**src/rtl/ushs_pkg.sv**
```systemverilog
package ushs_pkg;
  // Sequencer position; the access driven in a cycle follows the state entered.
  typedef enum logic [1:0] {
    ST_IDLE  = 2'd0,
    ST_GAP   = 2'd1,
    ST_DUMMY = 2'd2,
    ST_WRITE = 2'd3
  } ushs_state_e;

  // Stored-value select codes (3 aliases 2).
  localparam logic [1:0] SEL_Y  = 2'd0;
  localparam logic [1:0] SEL_X  = 2'd1;
  localparam logic [1:0] SEL_AX = 2'd2;
endpackage

```
**src/rtl/ushs_reg_pick.sv**
```systemverilog
module ushs_reg_pick #(
  parameter int DATA_W = 8
) (
  input  logic [1:0]        sel,
  input  logic [DATA_W-1:0] a_val,
  input  logic [DATA_W-1:0] x_val,
  input  logic [DATA_W-1:0] y_val,
  output logic [DATA_W-1:0] picked
);
  import ushs_pkg::*;

  always_comb begin
    unique case (sel)
      SEL_Y:   picked = y_val;
      SEL_X:   picked = x_val;
      default: picked = a_val & x_val;
    endcase
  end
endmodule

```
**src/rtl/ushs_addr_calc.sv**
```systemverilog
module ushs_addr_calc #(
  parameter int DATA_W = 8,
  localparam int ADDR_W = 2 * DATA_W
) (
  input  logic [ADDR_W-1:0] base,
  input  logic [DATA_W-1:0] idx,
  input  logic [DATA_W-1:0] stored,
  output logic [ADDR_W-1:0] dummy_addr,
  output logic [ADDR_W-1:0] write_addr,
  output logic              crossed
);
  localparam logic [DATA_W-1:0] ONE = DATA_W'(1);

  logic [DATA_W:0]   lo_sum;
  logic [DATA_W-1:0] base_hi;
  logic [DATA_W-1:0] hi_inc;
  logic [DATA_W-1:0] wr_hi;

  assign base_hi = base[ADDR_W-1:DATA_W];
  assign lo_sum  = {1'b0, base[DATA_W-1:0]} + {1'b0, idx};
  assign crossed = lo_sum[DATA_W];
  assign hi_inc  = base_hi + ONE;

  // Per-bit high-byte corruption: on carry each bit survives only where the
  // stored value has a one.
  for (genvar b = 0; b < DATA_W; b++) begin : g_hi_bit
    assign wr_hi[b] = crossed ? (hi_inc[b] & stored[b]) : base_hi[b];
  end

  assign dummy_addr = {base_hi, lo_sum[DATA_W-1:0]};
  assign write_addr = {wr_hi, lo_sum[DATA_W-1:0]};
endmodule

```
**src/rtl/ushs_data_mask.sv**
```systemverilog
module ushs_data_mask #(
  parameter int DATA_W = 8
) (
  input  logic [DATA_W-1:0] stored,
  input  logic [DATA_W-1:0] addr_hi,
  output logic [DATA_W-1:0] masked
);
  localparam logic [DATA_W-1:0] ONE = DATA_W'(1);

  logic [DATA_W-1:0] hi_plus;

  assign hi_plus = addr_hi + ONE;

  for (genvar b = 0; b < DATA_W; b++) begin : g_mask_bit
    assign masked[b] = stored[b] & hi_plus[b];
  end
endmodule

```
**src/rtl/ushs_seq.sv**
```systemverilog
module ushs_seq (
  input  logic                  clk,
  input  logic                  rst,
  input  logic                  start,
  input  logic                  ind_mode,
  input  logic                  rdy,
  output ushs_pkg::ushs_state_e state,
  output ushs_pkg::ushs_state_e nxt,
  output logic                  accept
);
  import ushs_pkg::*;

  assign accept = (state == ST_IDLE) && start;

  always_comb begin
    nxt = state;
    unique case (state)
      ST_IDLE:  if (start) nxt = ind_mode ? ST_GAP : ST_DUMMY;
      ST_GAP:   if (rdy)   nxt = ST_DUMMY;
      ST_DUMMY: if (rdy)   nxt = ST_WRITE;
      ST_WRITE:            nxt = ST_IDLE;
      default:             nxt = ST_IDLE;
    endcase
  end

  always_ff @(posedge clk) begin
    if (rst) state <= ST_IDLE;
    else     state <= nxt;
  end

  // the write state lasts exactly one cycle, whatever rdy does
  assert_one_write_R11: assert property (@(posedge clk) disable iff (rst)
    state == ST_WRITE |=> state == ST_IDLE);

  // a stalled gap cycle does not advance
  assert_gap_hold_R8: assert property (@(posedge clk) disable iff (rst)
    (state == ST_GAP && !rdy) |=> state == ST_GAP);
endmodule

```
**src/rtl/unstable_store_agu.sv**
```systemverilog
module unstable_store_agu #(
  parameter int DATA_W = 8,
  localparam int ADDR_W = 2 * DATA_W
) (
  input  logic              clk,
  input  logic              rst,
  input  logic              start,
  input  logic [ADDR_W-1:0] base_addr,
  input  logic [DATA_W-1:0] index,
  input  logic              ind_mode,
  input  logic [1:0]        store_sel,
  input  logic [DATA_W-1:0] reg_a,
  input  logic [DATA_W-1:0] reg_x,
  input  logic [DATA_W-1:0] reg_y,
  input  logic              rdy,
  output logic              busy,
  output logic [ADDR_W-1:0] bus_addr,
  output logic              bus_rd,
  output logic              bus_wr,
  output logic [DATA_W-1:0] bus_wdata
);
  import ushs_pkg::*;

  localparam logic [DATA_W-1:0] ONE = DATA_W'(1);

  ushs_state_e state, nxt;
  logic        accept;

  logic [DATA_W-1:0] live_reg;
  logic [ADDR_W-1:0] h_base;
  logic [DATA_W-1:0] h_idx;
  logic [DATA_W-1:0] h_reg;

  logic [ADDR_W-1:0] op_base;
  logic [DATA_W-1:0] op_idx;
  logic [DATA_W-1:0] op_reg;

  logic [ADDR_W-1:0] dummy_addr;
  logic [ADDR_W-1:0] write_addr;
  logic              crossed;
  logic [DATA_W-1:0] masked;

  logic [DATA_W-1:0] wd_masked_q;
  logic [DATA_W-1:0] wd_raw_q;

  ushs_seq seq_i (
    .clk      (clk),
    .rst      (rst),
    .start    (start),
    .ind_mode (ind_mode),
    .rdy      (rdy),
    .state    (state),
    .nxt      (nxt),
    .accept   (accept)
  );

  ushs_reg_pick #(.DATA_W(DATA_W)) pick_i (
    .sel    (store_sel),
    .a_val  (reg_a),
    .x_val  (reg_x),
    .y_val  (reg_y),
    .picked (live_reg)
  );

  // Operands: live inputs in the accepting cycle, held copies afterwards.
  assign op_base = (state == ST_IDLE) ? base_addr : h_base;
  assign op_idx  = (state == ST_IDLE) ? index     : h_idx;
  assign op_reg  = (state == ST_IDLE) ? live_reg  : h_reg;

  ushs_addr_calc #(.DATA_W(DATA_W)) calc_i (
    .base       (op_base),
    .idx        (op_idx),
    .stored     (op_reg),
    .dummy_addr (dummy_addr),
    .write_addr (write_addr),
    .crossed    (crossed)
  );

  ushs_data_mask #(.DATA_W(DATA_W)) mask_i (
    .stored  (op_reg),
    .addr_hi (write_addr[ADDR_W-1:DATA_W]),
    .masked  (masked)
  );

  always_ff @(posedge clk) begin
    if (rst) begin
      h_base <= '0;
      h_idx  <= '0;
      h_reg  <= '0;
    end else if (accept) begin
      h_base <= base_addr;
      h_idx  <= index;
      h_reg  <= live_reg;
    end
  end

  // Registered bus outputs, loaded for the state being entered.
  always_ff @(posedge clk) begin
    if (rst) begin
      busy        <= 1'b0;
      bus_rd      <= 1'b0;
      bus_wr      <= 1'b0;
      bus_addr    <= '0;
      wd_masked_q <= '0;
      wd_raw_q    <= '0;
    end else begin
      busy   <= (nxt != ST_IDLE);
      bus_rd <= (nxt == ST_DUMMY);
      bus_wr <= (nxt == ST_WRITE);
      unique case (nxt)
        ST_DUMMY: bus_addr <= dummy_addr;
        ST_WRITE: bus_addr <= write_addr;
        default:  bus_addr <= '0;
      endcase
      if (nxt == ST_WRITE) begin
        wd_masked_q <= masked;
        wd_raw_q    <= op_reg;
      end
    end
  end

  // The mask choice follows rdy inside the write cycle itself.
  assign bus_wdata = bus_wr ? (rdy ? wd_masked_q : wd_raw_q) : '0;

  // never a read and a write in the same cycle
  assert_rd_wr_excl_R11: assert property (@(posedge clk) disable iff (rst)
    !(bus_rd && bus_wr));

  // a stalled dummy read repeats at the same address
  assert_stall_hold_R8: assert property (@(posedge clk) disable iff (rst)
    (bus_rd && !rdy) |=> (bus_rd && $stable(bus_addr)));

  // the write follows the dummy read and keeps its low byte
  assert_wr_after_rd_R4: assert property (@(posedge clk) disable iff (rst)
    bus_wr |-> ($past(bus_rd) && bus_addr[DATA_W-1:0] == $past(bus_addr[DATA_W-1:0])));

  // with rdy high the data has no bit outside (high byte + 1)
  assert_data_mask_R6: assert property (@(posedge clk) disable iff (rst)
    (bus_wr && rdy) |-> ((bus_wdata & ~(bus_addr[ADDR_W-1:DATA_W] + ONE)) == '0));

  // absolute form reads in the cycle after acceptance
  assert_abs_start_R2: assert property (@(posedge clk) disable iff (rst)
    (start && !busy && !ind_mode) |=> bus_rd);

  // indirect form spends one busy cycle with no access first
  assert_ind_gap_R3: assert property (@(posedge clk) disable iff (rst)
    (start && !busy && ind_mode) |=> (busy && !bus_rd && !bus_wr));
endmodule

```
**config.mk**
```make
export PLATFORM = sky130hd
export DESIGN_NAME = unstable_store_agu
export DESIGN_NICKNAME = d
export VERILOG_FILES = /design/src/rtl/ushs_pkg.sv /design/src/rtl/ushs_reg_pick.sv /design/src/rtl/ushs_addr_calc.sv /design/src/rtl/ushs_data_mask.sv /design/src/rtl/ushs_seq.sv /design/src/rtl/unstable_store_agu.sv
export SDC_FILE = /design/constraint.sdc
export NUM_CORES = 1
export LEC_CHECK = 0
export CAP_MARGIN = 20
export CORE_MARGIN = 2
export CORE_UTILIZATION = 46
export DETAILED_ROUTE_END_ITERATION = 10
export PLACE_DENSITY = 0.76
export SYNTH_ARGS = -nofsm -noshare
export SYNTH_HDL_FRONTEND = slang
export SYNTH_SLANG_ARGS = --single-unit
```
**constraint.sdc**
```tcl
create_clock -name clk -period 4.5 [get_ports clk]
set_input_delay 0.9 -clock clk [delete_from_list [all_inputs] [get_ports clk]]
set_output_delay 0.9 -clock clk [all_outputs]
set_load 0.01 [all_outputs]
```
[Word-level counts from Yosys, hierarchy flattened]
Index checks and enable logic that the tools add are counted.
W data, S select, Z words.
Storage, ports and cells
  logic and storage cells: 60
  memory bits (writable): 0
  latch bits: 0
  bits in read-only memories: 0
  bits in registers: 69
  output and inout port bits: 27
  memories kept: 0
  bits of input ports: 55
Cells by class
  divide/modulo/power cells: 0
  add/subtract/negate cells: 3
  reduce and logical (&&, ||, !) cells: 4
  bitwise gates (word level): 17
  shift-type cells: 0
  equal/unequal tests: 6
  mux-type cells: 20
  multipliers: 0
  $lt $le $gt $ge: 0
Operators by type and width (count)
  $mux W8: 4
  $pmux W16 S2: 1
  $add A8 B1 Y8 const B: 2
  $and A1 B1 Y1: 16
  $mux W16: 1
  $pmux W8 S2: 1
  $add A8 B8 Y9: 1
  $and A8 B8 Y8: 1
  $eq A2 B2 Y1 const B: 4
  $mux W1: 8
  $mux W2: 4
  $pmux W2 S4: 1
  $eq A2 B1 Y1 const B: 2
  $logic_not A2 Y1: 2
  $reduce_bool A2 Y1: 1
  $logic_and A1 B1 Y1: 1

[Logic depth before layout (Yosys ltp)]
Gate-level depths: netlist (run 1).
  depth after elaboration: 7
  gate-level depth with buffers: 16

[Hierarchy]
From an unflattened synthesis (run 1), not the netlist that was laid out.
Unflattened totals
  cell total of the unflattened synthesis: 441
  area, all modules: 4096.4 sq um
By module, submodules not included
  unstable_store_agu: cells each 282, instances 1, area each 2931.6 sq um, seq. area each 1341.3 sq um
  ushs_addr_calc: cells each 95, instances 1, area each 699.4 sq um, seq. area each 0.0 sq um
  ushs_reg_pick: cells each 26, instances 1, area each 180.2 sq um, seq. area each 0.0 sq um
  ushs_data_mask: cells each 25, instances 1, area each 163.9 sq um, seq. area each 0.0 sq um
  ushs_seq: cells each 13, instances 1, area each 121.4 sq um, seq. area each 40.0 sq um

[Least setup slack after synthesis (run 1)]
No wires, ideal clock.
  path type: reg-to-reg
  start: reg seq_i.state[0]
  end: reg wd_masked_q[7]
  required time: 4380 ps
  data arrival time: 4269 ps
  buffers on the path: 4
  cell stages (with the launch flop): 16
  setup slack: 112 ps
  path through: dfxtp_1 > nor2_2 > buf_6 > buf_2 > buf_1 > buf_1 > mux2_2 > ha_1 > fa_1 > a211oi_1 > nor3_1 > or3_1 > o211ai_1 > nand3_1 > o311a_1 > a211o_1
On the way
  longest elaborated chain between the ends: 7
  elaborated cells between the ends (all ways): 32
RTL lines
  from (decl): RTL line ushs_seq.sv:7  | output ushs_pkg::ushs_state_e state,
  from (signal assigned): RTL line ushs_seq.sv:28  | else state <= nxt;
  $logic_not A2 Y1
  $mux W16: RTL line unstable_store_agu.sv:66  | assign op_base = (state == ST_IDLE) ? base_addr : h_base;
  $add A8 B1 Y8: RTL line ushs_addr_calc.sv:22  | assign hi_inc = base_hi + ONE;
  $and A1 B1 Y1: RTL line ushs_addr_calc.sv:27  | assign wr_hi[b] = crossed ? (hi_inc[b] & stored[b]) : base_hi[b];
  $mux W1: RTL line ushs_addr_calc.sv:27
  $add A8 B1 Y8: RTL line ushs_data_mask.sv:12  | assign hi_plus = addr_hi + ONE;
  $and A1 B1 Y1: RTL line ushs_data_mask.sv:15  | assign masked[b] = stored[b] & hi_plus[b];
  to (signal assigned): RTL line unstable_store_agu.sv:116  | wd_masked_q <= masked;
  to (decl): RTL line unstable_store_agu.sv:43  | logic [DATA_W-1:0] wd_masked_q;
Several ways; a longest one is shown, not always the timed one.
A chain may end at the register's enable or synchronous reset.

[Final worst setup path (run 1)]
  start: reg seq_i.state[1]
  end: reg wd_masked_q[7]
Same word-level chain as after synthesis.

==> impl_metrics.toml, run 1 <==
[run_status]
status = "finished, final reports clean"

[synth]
ys_types = 57
yosys_register_bits = 69
synth_ff_type = "dfxtp_1"
synth-compound-area-share_pct = 20.5
yosysTopAreaCell = "dfxtp_1"
syn_nets = 520
synth_enable_flop_cells = 0
synth_top_family_by_area = "simple AND/OR/NAND/NOR gates"
yosysSeqAreaShare_pct = 36.3
synthesis.area_sq_um = 3800
synth_top_area_share_pct = 36.3
synthAdderAreaFrac_pct = 3.82
yosys_warnings = 0
synth_cells = 454
muxShareOfSynthArea_pct = 12.6
synth_area_leaders = "dfxtp_1 36%, nand2_1 7.1%, mux2_2 6.5%"
synth_xor_area_share_pct = 1.61
syn_avg_cell_area_sq_um = 8.38
yosys.area_share.simple_pct = 21.3
synthArstFlopShare_pct = 0

[timing]
post-route-period-util_pct = 92.7
maxSlewViolCount = 0
fmax_mhz = 240
final_hold_viol_count = 0
holdWs_ns = 0.453
rsz0062_at_grt = "false"
finalSetupViolations = 0
skew_ns = 0.00760
period_needed_ns = 4.17
finalWorstSetupSlack_ns = 0.330
tightestPinTransition_ns = 0.906
maxSlewHeadroom_pct = 39.5
setup_tns_ns = 0

[clock_network]
cts_buffers = 9
htreeDepth = 3
cts_tree = "yes"
clockBufferDepth = 2
insertion_delay_ns = 0.35
ctsHoldBuffers = 0
post_cts_buffers = 0
postCtsResizedCells = 0
clkTransAtPathRegs_ns = 0.07
cts_root_buf = "clkbuf_8"
clock_sinks = 69

[floorplan]
die_x_um = 94.9
start_util_pct = 47.0
num_rows = 33
coreArea_sq_um = 8090
ios = 82
die_area_sq_um = 9010
die_h_um = 94.9

[setup_path]
critPathRequiredTime_ns = 4.74
crit_type = "register to register"
endpoint_kind = "register"
cp.arrival_ns = 4.41
cp_slowest_cell = "nor2_4"
slowest_delay_ns = 0.49
crit_path_cell_trace = "nor2_4, mux2_2, ha_1, fa_1, a211oi_1, o21a_1, o21ai_0, mux2i_1, nand3_1, o311a_1, a211o_1"
crit_fanout = 17
critPathLaunchType = "register"

[global_routing]
grtUsageMet3_pct = 4.23
antenna_found_initial = 0
grt_remaining_overflow = 0
grt.met1_usage_pct = 30.4
gr-usage-all-layers_pct = 24.2
grt_max_degree = 51
grt_pass1_vias = 3435
met2_usage_pct = 41.0
busiest_layer = "met2"
grt_pass1_wl_mm = 16.8

[routing]
totalWireLength_mm = 10.3
vias_per_cell = 5.60
drtIter0Drc = 191
drc = 0
wire_per_inst_um = 16.2
vias = 3561
dr.pass1.iters = 5
ant_nets = 0

[layout]
multi_input_area_sq_um = 2280
fin_util_pct = 60.4
fillCellCount = 759
synthToLayoutAreaGrowth_pct = 28.6
n_antenna_cell = 0
mostFrequentLayoutCells = "81 x clkdlybuf4s50_1, 72 x nand2_1, 69 x dfxtp_1"
mostFrequentLayoutCell = "clkdlybuf4s50_1"
ff_latch_area_sq_um = 1380
reg_top3 = "bus_addr: 16 flops, h_base: 16 flops"
drive_gt1_share_pct = 10.4
nets = 593

[power]
p_leak_nw = 1.85
seq_power_share_pct = 37.3
clkPwrFrac_pct = 30.3
swShare_pct = 32.6
power_density_nw_per_um2 = 381
power_switching_mw = 0.607
p_int_mw = 1.26
combPwrFrac_pct = 32.4
peakVddDrop_v = 0.000184

[hold_path]
min_path_type = "register to register"

[place]
placement.io_buffers = 81
gp_congestion = 0.862
hpwl_mm = 7.41
place_ws_ns = 0.159

[run]
cap_violations = 0
-- final timing paths --
path                                                  start  cells after the start                     endpoint  slack, ns
worst max-delay path              seq_i.state[1]$_SDFF_PP0_                     11  wd_masked_q[7]$_SDFFE_PP0P_       0.33
worst min-delay path            wd_masked_q[1]$_SDFFE_PP0P_                      2  wd_masked_q[1]$_SDFFE_PP0P_       0.45
worst max register to register    seq_i.state[1]$_SDFF_PP0_                     11  wd_masked_q[7]$_SDFFE_PP0P_       0.33
worst min register to register  wd_masked_q[1]$_SDFFE_PP0P_                      2  wd_masked_q[1]$_SDFFE_PP0P_       0.45
-- cells by family after synthesis --
kind of cell,Yosys count
xor+xnor,7
mux,45
simple gates,173
buf+inv,32
compound gates,117
fa+ha+maj,11
flops,69
-- worst max-delay path: cells and delay by family (launching register included) --
family	cells	cell delay (ns)
muxes	2	0.84
AOI/OAI and AO/OA	5	1.35
DFF	1	0.48
and+or+nand+nor	2	0.73
adders and majority gates	2	0.66
-- layer usage --
metal | vias up | routed length [um]
li1 | 1758 | -
met1 | 1690 | 4470
met2 | 97 | 5120
met3 | 16 | 469
met4 | 0 | 212
met5 | - | 0
-- stage by stage --
stage | cells | power [mW] | instance area (sq um)
after floorplan | 454 | 1.10 | 3800
after global placement | 621 | 1.30 | 4680
after detailed placement | 621 | 1.31 | 4680
after CTS | 636 | 1.87 | 4890
after global routing | 636 | 1.96 | 4890
final | 636 | 1.86 | 4890
-- layout make-up --
type                            count  area share (%)
Tap cell                          105            2.69
Clock inverter                      4            1.48
Multi-Input combinational cell    353            46.6
Timing Repair Buffer               88            17.7
Inverter                            6           0.460
Sequential cell                    69            28.2
Clock buffer                       11            2.89
-- power by group through the flow --
stage | combinational [mW] | sequential [mW] | clock, mW
2_1_floorplan | 0.393 | 0.710 | 0
3_3_place_gp | 0.589 | 0.706 | 0
3_5_place_dp | 0.598 | 0.709 | 0
4_1_cts | 0.603 | 0.695 | 0.568
5_1_grt | 0.662 | 0.702 | 0.592
6_report | 0.604 | 0.695 | 0.565
-- Yosys cell counts, drive strengths merged, types with 2 or more instances --
cell type and count:
a2111o 2, a211oi 13, a21o 2, a21oi 46
a22oi 3, and2 5, buf 13, clkbuf 13
dfxtp 69, ha 10, inv 6, mux2 22
mux2i 23, nand2 72, nand2b 2, nand3 13
nand3b 3, nand4 2, nor2 46, nor2b 10
nor3 5, o2111ai 2, o211ai 14, o21a 8
o21ai 13, o21bai 3, o31ai 2, or2 2
or3 4, xnor2 3, xor2 4
(Power assumes the default switching activity.)
==> inputs of run 2 (changes only) <==
TNS_END_PERCENT = 50   (was default)
==> results of run 2 <==
Final layout, timing and power as in run 1 (identical DEF).
